$ cat src/rtl/swc_pkg.sv
package swc_pkg;
  typedef enum logic [2:0] {
    KIND_ABS   = 3'd0,
    KIND_TOP   = 3'd1,
    KIND_LOCAL = 3'd2,
    KIND_FRAME = 3'd3,
    KIND_DEBUG = 3'd4
  } swc_kind_e;
endpackage

$ cat src/rtl/swc_addr_gen.sv
module swc_addr_gen #(
  parameter int ADDR_W    = 30,
  parameter int OFF_W     = 8,
  parameter int TOP_BELOW = 1,
  parameter int TOP_ABOVE = 4
) (
  input  logic [2:0]        kind,
  input  logic [OFF_W-1:0]  offset,
  input  logic [ADDR_W-1:0] abs_addr,
  input  logic [ADDR_W-1:0] top_ptr,
  input  logic [ADDR_W-1:0] locals_ptr,
  input  logic [ADDR_W-1:0] frame_ptr,
  output logic [ADDR_W-1:0] eff_addr,
  output logic              top_fast,
  output logic              stack_based
);
  import swc_pkg::*;

  localparam logic signed [OFF_W-1:0] OFF_MIN = OFF_W'(-TOP_BELOW);
  localparam logic signed [OFF_W-1:0] OFF_MAX = OFF_W'(TOP_ABOVE);

  function automatic logic [ADDR_W-1:0] add_offset(input logic [ADDR_W-1:0] base,
                                                   input logic [OFF_W-1:0] off);
    return base + {{(ADDR_W-OFF_W){off[OFF_W-1]}}, off};
  endfunction

  function automatic logic in_top_range(input logic [OFF_W-1:0] off);
    return ($signed(off) >= OFF_MIN) && ($signed(off) <= OFF_MAX);
  endfunction

  always_comb begin
    eff_addr    = abs_addr;
    stack_based = 1'b0;
    top_fast    = 1'b0;
    case (kind)
      KIND_TOP: begin
        eff_addr    = add_offset(top_ptr, offset);
        stack_based = 1'b1;
        top_fast    = in_top_range(offset);
      end
      KIND_LOCAL: begin
        eff_addr    = add_offset(locals_ptr, offset);
        stack_based = 1'b1;
      end
      KIND_FRAME: begin
        eff_addr    = add_offset(frame_ptr, offset);
        stack_based = 1'b1;
      end
      KIND_DEBUG: begin
        eff_addr    = abs_addr;
        stack_based = 1'b1;
      end
      default: ;
    endcase
  end
endmodule

$ cat src/rtl/swc_window.sv
module swc_window #(
  parameter int ADDR_W = 30,
  parameter int GUARD  = 4
) (
  input  logic [ADDR_W-1:0] addr,
  input  logic [ADDR_W-1:0] top_ptr,
  input  logic [ADDR_W-1:0] bottom_ptr,
  output logic              in_window
);
  localparam logic [ADDR_W-1:0] LOW_SPAN = ADDR_W'(GUARD - 1);

  function automatic logic window_test(input logic [ADDR_W-1:0] a,
                                       input logic [ADDR_W-1:0] lo,
                                       input logic [ADDR_W-1:0] hi);
    return (a - lo) <= (hi - lo);
  endfunction

  logic [ADDR_W-1:0] low_edge;
  assign low_edge  = top_ptr - LOW_SPAN;
  assign in_window = window_test(addr, low_edge, bottom_ptr);
endmodule

$ cat src/rtl/swc_store.sv
module swc_store #(
  parameter int DATA_W   = 32,
  parameter int IDX_W    = 6,
  parameter bit READ_REG = 1'b1
) (
  input  logic              clk,
  input  logic              rst_n,
  input  logic              wr_en,
  input  logic              rd_en,
  input  logic [IDX_W-1:0]  idx,
  input  logic [DATA_W-1:0] wdata,
  output logic [DATA_W-1:0] rdata
);
  localparam int DEPTH = 1 << IDX_W;

  logic [DATA_W-1:0] mem [DEPTH];
  logic [DATA_W-1:0] rd_now;

  always_ff @(posedge clk) begin
    if (wr_en) mem[idx] <= wdata;
  end

  assign rd_now = rd_en ? mem[idx] : '0;

  generate
    if (READ_REG) begin : g_reg
      logic [DATA_W-1:0] rd_q;
      always_ff @(posedge clk) begin
        if (!rst_n) rd_q <= '0;
        else        rd_q <= rd_now;
      end
      assign rdata = rd_q;
    end else begin : g_comb
      assign rdata = rd_now;
    end
  endgenerate
endmodule

$ cat src/rtl/stack_word_cache.sv
module stack_word_cache #(
  parameter int ADDR_W    = 30,
  parameter int DATA_W    = 32,
  parameter int OFF_W     = 8,
  parameter int IDX_W     = 6,
  parameter int GUARD     = 4,
  parameter int TOP_BELOW = 1,
  parameter int TOP_ABOVE = 4,
  parameter bit READ_REG  = 1'b1
) (
  input  logic              clk,
  input  logic              rst_n,
  input  logic              req_valid,
  input  logic              req_write,
  input  logic [2:0]        req_kind,
  input  logic [OFF_W-1:0]  req_offset,
  input  logic [ADDR_W-1:0] req_addr,
  input  logic [DATA_W-1:0] req_wdata,
  input  logic [ADDR_W-1:0] top_ptr,
  input  logic [ADDR_W-1:0] locals_ptr,
  input  logic [ADDR_W-1:0] frame_ptr,
  input  logic [ADDR_W-1:0] bottom_ptr,
  output logic              rsp_valid,
  output logic              rsp_hit,
  output logic [DATA_W-1:0] rsp_rdata,
  output logic              miss_valid,
  output logic [ADDR_W-1:0] miss_addr,
  output logic              miss_write,
  output logic [DATA_W-1:0] miss_wdata
);
  logic [ADDR_W-1:0] eff_addr;
  logic              top_fast;
  logic              stack_based;
  logic              in_window;
  logic              hit_w;
  logic              store_wr;
  logic              store_rd;

  swc_addr_gen #(
    .ADDR_W(ADDR_W), .OFF_W(OFF_W), .TOP_BELOW(TOP_BELOW), .TOP_ABOVE(TOP_ABOVE)
  ) u_agen (
    .kind(req_kind), .offset(req_offset), .abs_addr(req_addr),
    .top_ptr(top_ptr), .locals_ptr(locals_ptr), .frame_ptr(frame_ptr),
    .eff_addr(eff_addr), .top_fast(top_fast), .stack_based(stack_based)
  );

  swc_window #(.ADDR_W(ADDR_W), .GUARD(GUARD)) u_win (
    .addr(eff_addr), .top_ptr(top_ptr), .bottom_ptr(bottom_ptr), .in_window(in_window)
  );

  assign hit_w    = req_valid && (top_fast || (stack_based && in_window));
  assign store_wr = hit_w && req_write;
  assign store_rd = hit_w && !req_write;

  swc_store #(.DATA_W(DATA_W), .IDX_W(IDX_W), .READ_REG(READ_REG)) u_store (
    .clk(clk), .rst_n(rst_n), .wr_en(store_wr), .rd_en(store_rd),
    .idx(eff_addr[IDX_W-1:0]), .wdata(req_wdata), .rdata(rsp_rdata)
  );

  assign miss_valid = req_valid && !hit_w;
  assign miss_addr  = eff_addr;
  assign miss_write = req_write;
  assign miss_wdata = req_wdata;

  generate
    if (READ_REG) begin : g_rsp_reg
      logic valid_q, hit_q;
      always_ff @(posedge clk) begin
        if (!rst_n) begin
          valid_q <= 1'b0;
          hit_q   <= 1'b0;
        end else begin
          valid_q <= req_valid;
          hit_q   <= hit_w;
        end
      end
      assign rsp_valid = valid_q;
      assign rsp_hit   = hit_q;
    end else begin : g_rsp_comb
      assign rsp_valid = req_valid;
      assign rsp_hit   = hit_w;
    end
  endgenerate
endmodule

$ cat config.mk
export PLATFORM = sky130hd
export DESIGN_NAME = stack_word_cache
export DESIGN_NICKNAME = d
export VERILOG_FILES = /design/src/rtl/swc_pkg.sv /design/src/rtl/swc_addr_gen.sv /design/src/rtl/swc_window.sv /design/src/rtl/swc_store.sv /design/src/rtl/stack_word_cache.sv
export SDC_FILE = /design/constraint.sdc
export NUM_CORES = 2
export LEC_CHECK = 0
export ABC_AREA = 1
export BUFFER_PORTS_ARGS = -buffer_cell sky130_fd_sc_hd__buf_2
export CAP_MARGIN = 20
export CORE_AREA = 2 2 417 728
export CTS_CLUSTER_DIAMETER = 60
export DETAILED_ROUTE_END_ITERATION = 12
export DIE_AREA = 0 0 419 730
export PLACE_DENSITY = 0.56
export RECOVER_POWER = 100
export SYNTH_ARGS = -nofsm -noshare
export SYNTH_HDL_FRONTEND = slang
export SYNTH_HIERARCHICAL = 1
export SYNTH_SLANG_ARGS = --single-unit
$ cat constraint.sdc
create_clock -name clk -period 7.95 [get_ports clk]
set_clock_uncertainty 0.2 [all_clocks]
set_input_delay 0.795 -clock clk [delete_from_list [all_inputs] [get_ports clk]]
set_output_delay 0.795 -clock clk [all_outputs]
set_load 0.02 [all_outputs]
Yosys cells after proc, flatten, opt, wreduce, memory -nomap -nowiden
Memory sizes are Yosys's and may differ from the RTL's. A register that Yosys moved wholly into a read port is not among the register bits.
Index checks and enable logic that the tools add are counted.
- register bits: 2
- word-level logic and storage cells: 33
- bits in writable memories: 2048
- memories: 1
- output and inout bits: 98
- bits of input ports: 197
- memories (memory ; words ; bits a word ; read ports ; clocked after memory_dff ; write ports ; line ; text):
    u_store.mem ; 64 ; 32 ; 1 ; 1 ; 1 ; swc_store.sv:16 ; logic [DATA_W-1:0] mem [DEPTH];
- reduce and logical (&&, ||, !) cells: 12
- add/sub/neg operators: 6
- $lt $le $gt $ge: 3
- multiplexer cells: 5
- eq/ne operators: 4
- operators by type and width (kind ; count):
    30-bit adder ; 3
    30-bit case mux with 3 select lines ; 1
    30-bit subtractor ; 2
    30-bit <= comparator ; 1
    30-bit by 2-bit subtractor with 30-bit output, second input constant ; 1
    8-bit by 1-bit >= comparator with 1-bit output, second input constant ; 1
    8-bit by 4-bit <= comparator with 1-bit output, second input constant ; 1
    3-bit by 2-bit == test with 1-bit output, second input constant ; 2
    1-bit logical AND ; 6
    1-bit two-way mux ; 4
    4-bit OR reduction ; 1
    3-bit by 1-bit == test with 1-bit output, second input constant ; 1
    3-bit == test, second input constant ; 1
    1-bit logical NOT ; 3
    2-bit AND reduction ; 1
    1-bit logical OR ; 1

Logic depth before layout (Yosys ltp)
- word-level depth: 10
- gate-level depth with buffers: 47
- gate-level depth less buffers: 45

By module
The synthesis kept the hierarchy.
- modules (own cells, without submodules) (module ; instances ; cells each ; area each (um^2)):
    swc_store ; 1 ; 8438 ; 86721.9
    swc_window ; 1 ; 1021 ; 5336.4
    swc_addr_gen ; 1 ; 654 ; 3153.0
    stack_word_cache ; 1 ; 47 ; 339.1

Worst setup path after synthesis
OpenSTA, ideal clock, no wires.
- kind: input-to-reg
- from: in req_kind[2]
- to: mem u_store.mem[32][0] (enable)
- data arrival time: 7642 ps
- library setup time: 421 ps
- cell stages on the path: 41
- setup slack: -313 ps
- path through: inv_1 nand2_1 inv_1 buf_2 buf_2 o22ai_1 nor2_1 ha_1 inv_1 fa_1 inv_1 nand3_1 nand3_1 xnor2_1 o21ai_0 ha_1 a21o_1 a21oi_1 [... 5 more ...] nand2_1 nand2_1 xor2_1 ha_1 nand2_1 nor2_1 a211oi_1 o21ai_0 nand3_1 a31oi_1 o21ai_0 nand2_1 nand2_2 nand2_2 nor2_1 buf_2 nand3_1 nor2_1
- word-level cells in the longest chain between the ends: 10
- elaborated cells on any way between the ends: 16
- those cells by class: add/sub (1); order compare (1); eq/ne (4); mux (5); reduce/logical (5)
- RTL lines (element ; line ; text):
    start, declared ; stack_word_cache.sv:15 ; input logic [2:0] req_kind,
    3-bit by 2-bit == test with 1-bit output / 3-bit by 1-bit == test with 1-bit output (equally long branches) ; swc_addr_gen.sv:35 ; case (kind)
    30-bit case mux with 3 select lines * ; swc_addr_gen.sv:35 ;
    via miss_addr[4] ; stack_word_cache.sv:27 ; output logic [ADDR_W-1:0] miss_addr,
    30-bit subtractor * ; swc_window.sv:15 ; return (a - lo) <= (hi - lo);
    30-bit <= comparator * ; swc_window.sv:15 ;
    via in_window ; stack_word_cache.sv:34 ; logic in_window;
    1-bit logical AND * ; stack_word_cache.sv:51 ; assign hit_w = req_valid && (top_fast || (stack_based && in_window));
    1-bit logical OR * ; stack_word_cache.sv:51 ;
    1-bit logical AND * ; stack_word_cache.sv:51 ;
    1-bit logical AND * ; stack_word_cache.sv:52 ; assign store_wr = hit_w && req_write;
    via store_wr ; stack_word_cache.sv:36 ; logic store_wr;
    1-bit two-way mux * ; swc_store.sv:20 ; if (wr_en) mem[idx] <= wdata;
    1-bit two-way mux (implied by the code) * ; swc_store.sv:20 ;
    end, declared ; swc_store.sv:16 ;
The timed path passes the listed nets; every way through them passes the cells marked *.

Worst setup path in the final report
- from: in req_kind[2]
- to: mem u_store.mem[63][10] (enable)
- word-level cells in the longest chain between the ends: 10
- elaborated cells on any way between the ends: 16
- those cells by class: add/sub (1); order compare (1); eq/ne (4); mux (5); reduce/logical (5)
- RTL lines (element ; line):
    3-bit by 2-bit == test with 1-bit output / 3-bit by 1-bit == test with 1-bit output (equally long branches) ; swc_addr_gen.sv:35
    30-bit case mux with 3 select lines ; swc_addr_gen.sv:35
    30-bit subtractor ; swc_window.sv:15
    30-bit <= comparator ; swc_window.sv:15
    1-bit logical AND ; stack_word_cache.sv:51
    1-bit logical OR ; stack_word_cache.sv:51
    1-bit logical AND ; stack_word_cache.sv:51
    1-bit logical AND ; stack_word_cache.sv:52
    1-bit two-way mux ; swc_store.sv:20
    1-bit two-way mux (implied by the code) ; swc_store.sv:20
Several ways; a longest one is shown, not always the timed one.

==> impl_metrics.env <==
export IMPL_pin_count=295
export IMPL_synth_seq_cells=2082
export IMPL_required_ns=8.30
export IMPL_clk_pin_slew_ns=0.06
export IMPL_period_share_pct=97.7
export IMPL_grt_pass1_wl_mm=453
export IMPL_grt_max_degree=165
export IMPL_dieHeight_microns=730
export IMPL_drt_iter0_markers=5707
export IMPL_synth_area_sq_um=95600
export IMPL_die_area_sq_um=306000
export IMPL_drtPass1Iterations=6
export IMPL_synthesis_instances=10200
export IMPL_cp_max_fo=55
export IMPL_grt_pass1_vias=67600
export IMPL_finalSetupViolations=0
export IMPL_endpoint_kind="register"
export IMPL_wl_mm=319
export IMPL_cts_made_buffers=197
export IMPL_r2r_start="u_store/mem[17][28]$_DFFE_PP_"
export IMPL_tightest_slew_ns=4.65
export IMPL_antenna_found_initial=30
export IMPL_synth_edf_count=2048
export IMPL_hp_start="rst_n"
export IMPL_holdPathStages=3
export IMPL_cp_startpoint="req_kind[2]"
export IMPL_start_kind="primary input"
export IMPL_rows=266
export IMPL_start_util_pct=31.9
export IMPL_syn_to_final_growth_pct=13.9
export IMPL_multi_input_area_sq_um=30100
export IMPL_drtAntennaViolNets=0
export IMPL_synth_main_ff_cell="edfxtp_1"
export IMPL_fp_dieW_microns=419
export IMPL_hold_violations=0
export IMPL_cts_tree="built"
export IMPL_syn_nets=10500
export IMPL_grt_overflow=0
export IMPL_drive_gt1_share_pct=8.19
export IMPL_drc=0
export IMPL_fin_total_pwr_w=0.0257
export IMPL_routabilityCongestion=0.961
export IMPL_period_minus_slack_ns=7.77
export IMPL_cts_max_level=4
export IMPL_critical_path_class="in -> reg"
export IMPL_async_flop_share_pct=0
export IMPL_fmax_mhz=129
export IMPL_via_per_inst=4.74
export IMPL_final_util_pct=36.3
export IMPL_max_vdd_ir_drop_mv=0.165
export IMPL_hold_class="in -> reg"
export IMPL_whs_ns=0.0797
export IMPL_postLayoutCellArea_sq_um=109000
export IMPL_crit_arrival_ns=8.12
export IMPL_synth_cell_type_count=48
export IMPL_clock_tree_buffer_depth=4
export IMPL_relSlewSlack_pct=-210
export IMPL_status="complete, but fails checks"
export IMPL_cts_sinks=2082
export IMPL_grt_usage_pct=20.3
export IMPL_violations="capacitance limit, slew limit"
export IMPL_core_area_sq_um=300000
export IMPL_cap_violations=55
export IMPL_fill_cells=30200
export IMPL_nets=10800
export IMPL_synth_warnings=6
export IMPL_vias=69600
export IMPL_portBuffers=294
export IMPL_yosysSeqAreaShare_pct=65.1
export IMPL_detailed_place_area_sq_um=104000
export IMPL_seq_area_sq_um=62200
export IMPL_avgSynthCellArea_sq_um=9.40
export IMPL_post_drt_wl_per_cell_microns=21.7
export IMPL_insertion_delay_ns=0.87
export IMPL_reg2regPathDepth=11
export IMPL_leakage_nw=46.1
export IMPL_powerDensity_nw_per_um2=236
export IMPL_slew_viol_final=2044
export IMPL_hpwlAfterDp_mm=213
export IMPL_clockRootBuffer="clkbuf_16"
## final cells by class
| type | instances | area share (%) |
|---|---|---|
| antenna | 14 | 0.0322 |
| clock buffer | 249 | 4.88 |
| clock inverter | 98 | 0.740 |
| sequential | 2082 | 57.1 |
| multi-input combinational | 7311 | 27.7 |
| tap | 4020 | 4.62 |
| inverter | 294 | 1.03 |
| timing repair buffer | 619 | 3.89 |
## final timing paths
kind                                         to  slack (ns)
hold / removal             rsp_valid$_SDFF_PN0_        0.08
hold reg to reg    u_store/rdata[15]$_SDFF_PN0_        0.79
setup reg to reg   u_store/rdata[28]$_SDFF_PN0_        5.41
setup / recovery  u_store/mem[63][10]$_DFFE_PP_        0.18
## critical path: stages
cell      delay [ns]
buf_2           0.09
inv_1           0.04
nand2_1         0.13
nor2_1          0.09
inv_2           0.18
nor2_1          0.07
nor2_1          0.17
ha_2            0.23
inv_1           0.06
fa_1            0.48
o21ai_4         0.22
clkbuf_1        1.65
buf_4           0.78
buf_4           0.69
nand2_1         0.64
nor2_1          0.53
nand2_1         0.19
buf_12          0.20
nor2_1          0.46
buf_12          0.24
## cells by family (layout without fill, tap and decap cells)
group           Yosys count  in the layout  synth area share [%]
flops                  2082           2082                  65.1
compound gates          213            213                  1.28
xor+xnor                 62             62                 0.568
simple gates           6940           6940                  28.0
buf+inv                 767           1260                  3.81
other cells               0             14                     0
fa+ha+maj                96             96                  1.28
## where the power goes
group	internal, W	switching [W]
combinational	0.00111	0.00321
sequential	0.0121	0.0000115
clock	0.00506	0.00414
## cells in the final DEF, fill, tap and decap left out, drive strengths merged, types with 27 or more instances in the layout
| cell type | n |
|---|---|
| inv | 304 |
| nand3 | 162 |
| o21ai | 40 |
| nand4 | 32 |
| buf | 380 |
| clkinv | 71 |
| nand2 | 6332 |
| xor2 | 35 |
| ha | 93 |
| clkbuf | 488 |
| a21oi | 105 |
| nor2 | 377 |
| dfxtp | 34 |
| xnor2 | 27 |
| edfxtp | 2048 |
| o22ai | 28 |
## Yosys cell counts, types with 3 or more instances
cell type / number / area [sq um]
fa_1: 3 / 60.1
nor2_1: 339 / 1270
ha_1: 93 / 1160
nand3_1: 151 / 756
buf_1: 32 / 120
dfxtp_1: 34 / 681
nand4_1: 32 / 200
o211ai_1: 9 / 67.6
nand3_2: 11 / 110
buf_2: 164 / 821
a31oi_1: 6 / 37.5
o21ai_0: 27 / 135
buf_4: 123 / 923
nor2_4: 12 / 135
o21ai_1: 11 / 55.1
clkbuf_1: 139 / 522
edfxtp_1: 2048 / 61500
buf_6: 12 / 135
a21o_1: 3 / 22.5
xnor2_1: 27 / 236
a211oi_1: 3 / 22.5
inv_1: 289 / 1080
o31ai_1: 5 / 37.5
nor4_1: 5 / 31.3
nand2_1: 6299 / 23600
nor3_1: 9 / 45.0
a21oi_2: 4 / 35.0
a21oi_1: 101 / 505
xor2_1: 35 / 307
nand2_2: 33 / 206
nand3b_1: 17 / 128
inv_2: 5 / 18.8
nor2_2: 26 / 163
o22ai_1: 28 / 175
o21bai_1: 6 / 45.0
## metrics by stage
| stage | setup WS (ns) | std cells | setup TNS [ns] |
|---|---|---|---|
| detailed placement | -0.305 | 14300 | -366.55 |
| global placement | -0.302 | 14300 | -395.32 |
| finish | 0.183 | 14700 | 0 |
| floorplan | -0.313 | 10200 | -592.36 |
| CTS | 0.0469 | 14700 | 0 |
| global route | -0.00651 | 14700 | -0.00651 |
## flip-flops by register name, indices dropped and copies added (netlist names)
register       count
rsp_hit            1
u_store/mem     2048
rsp_valid          1
u_store/rdata     32
## repair_timing
action                     4_1_cts  5_1_grt
gates resized for setup          0       35
setup endpoints to repair        0       29
hold buffers                     0        0
setup buffers                    0        2
## layer usage
metal	up-vias	global-route usage (%)	wire, microns
met5	-	0	48
met4	6	11.7	20500
met3	641	2.23	16000
met2	2190	37.8	167000
met1	33400	22.0	115000
li1	33400	-	-
No activity file was read; power rests on OpenSTA's default activity.
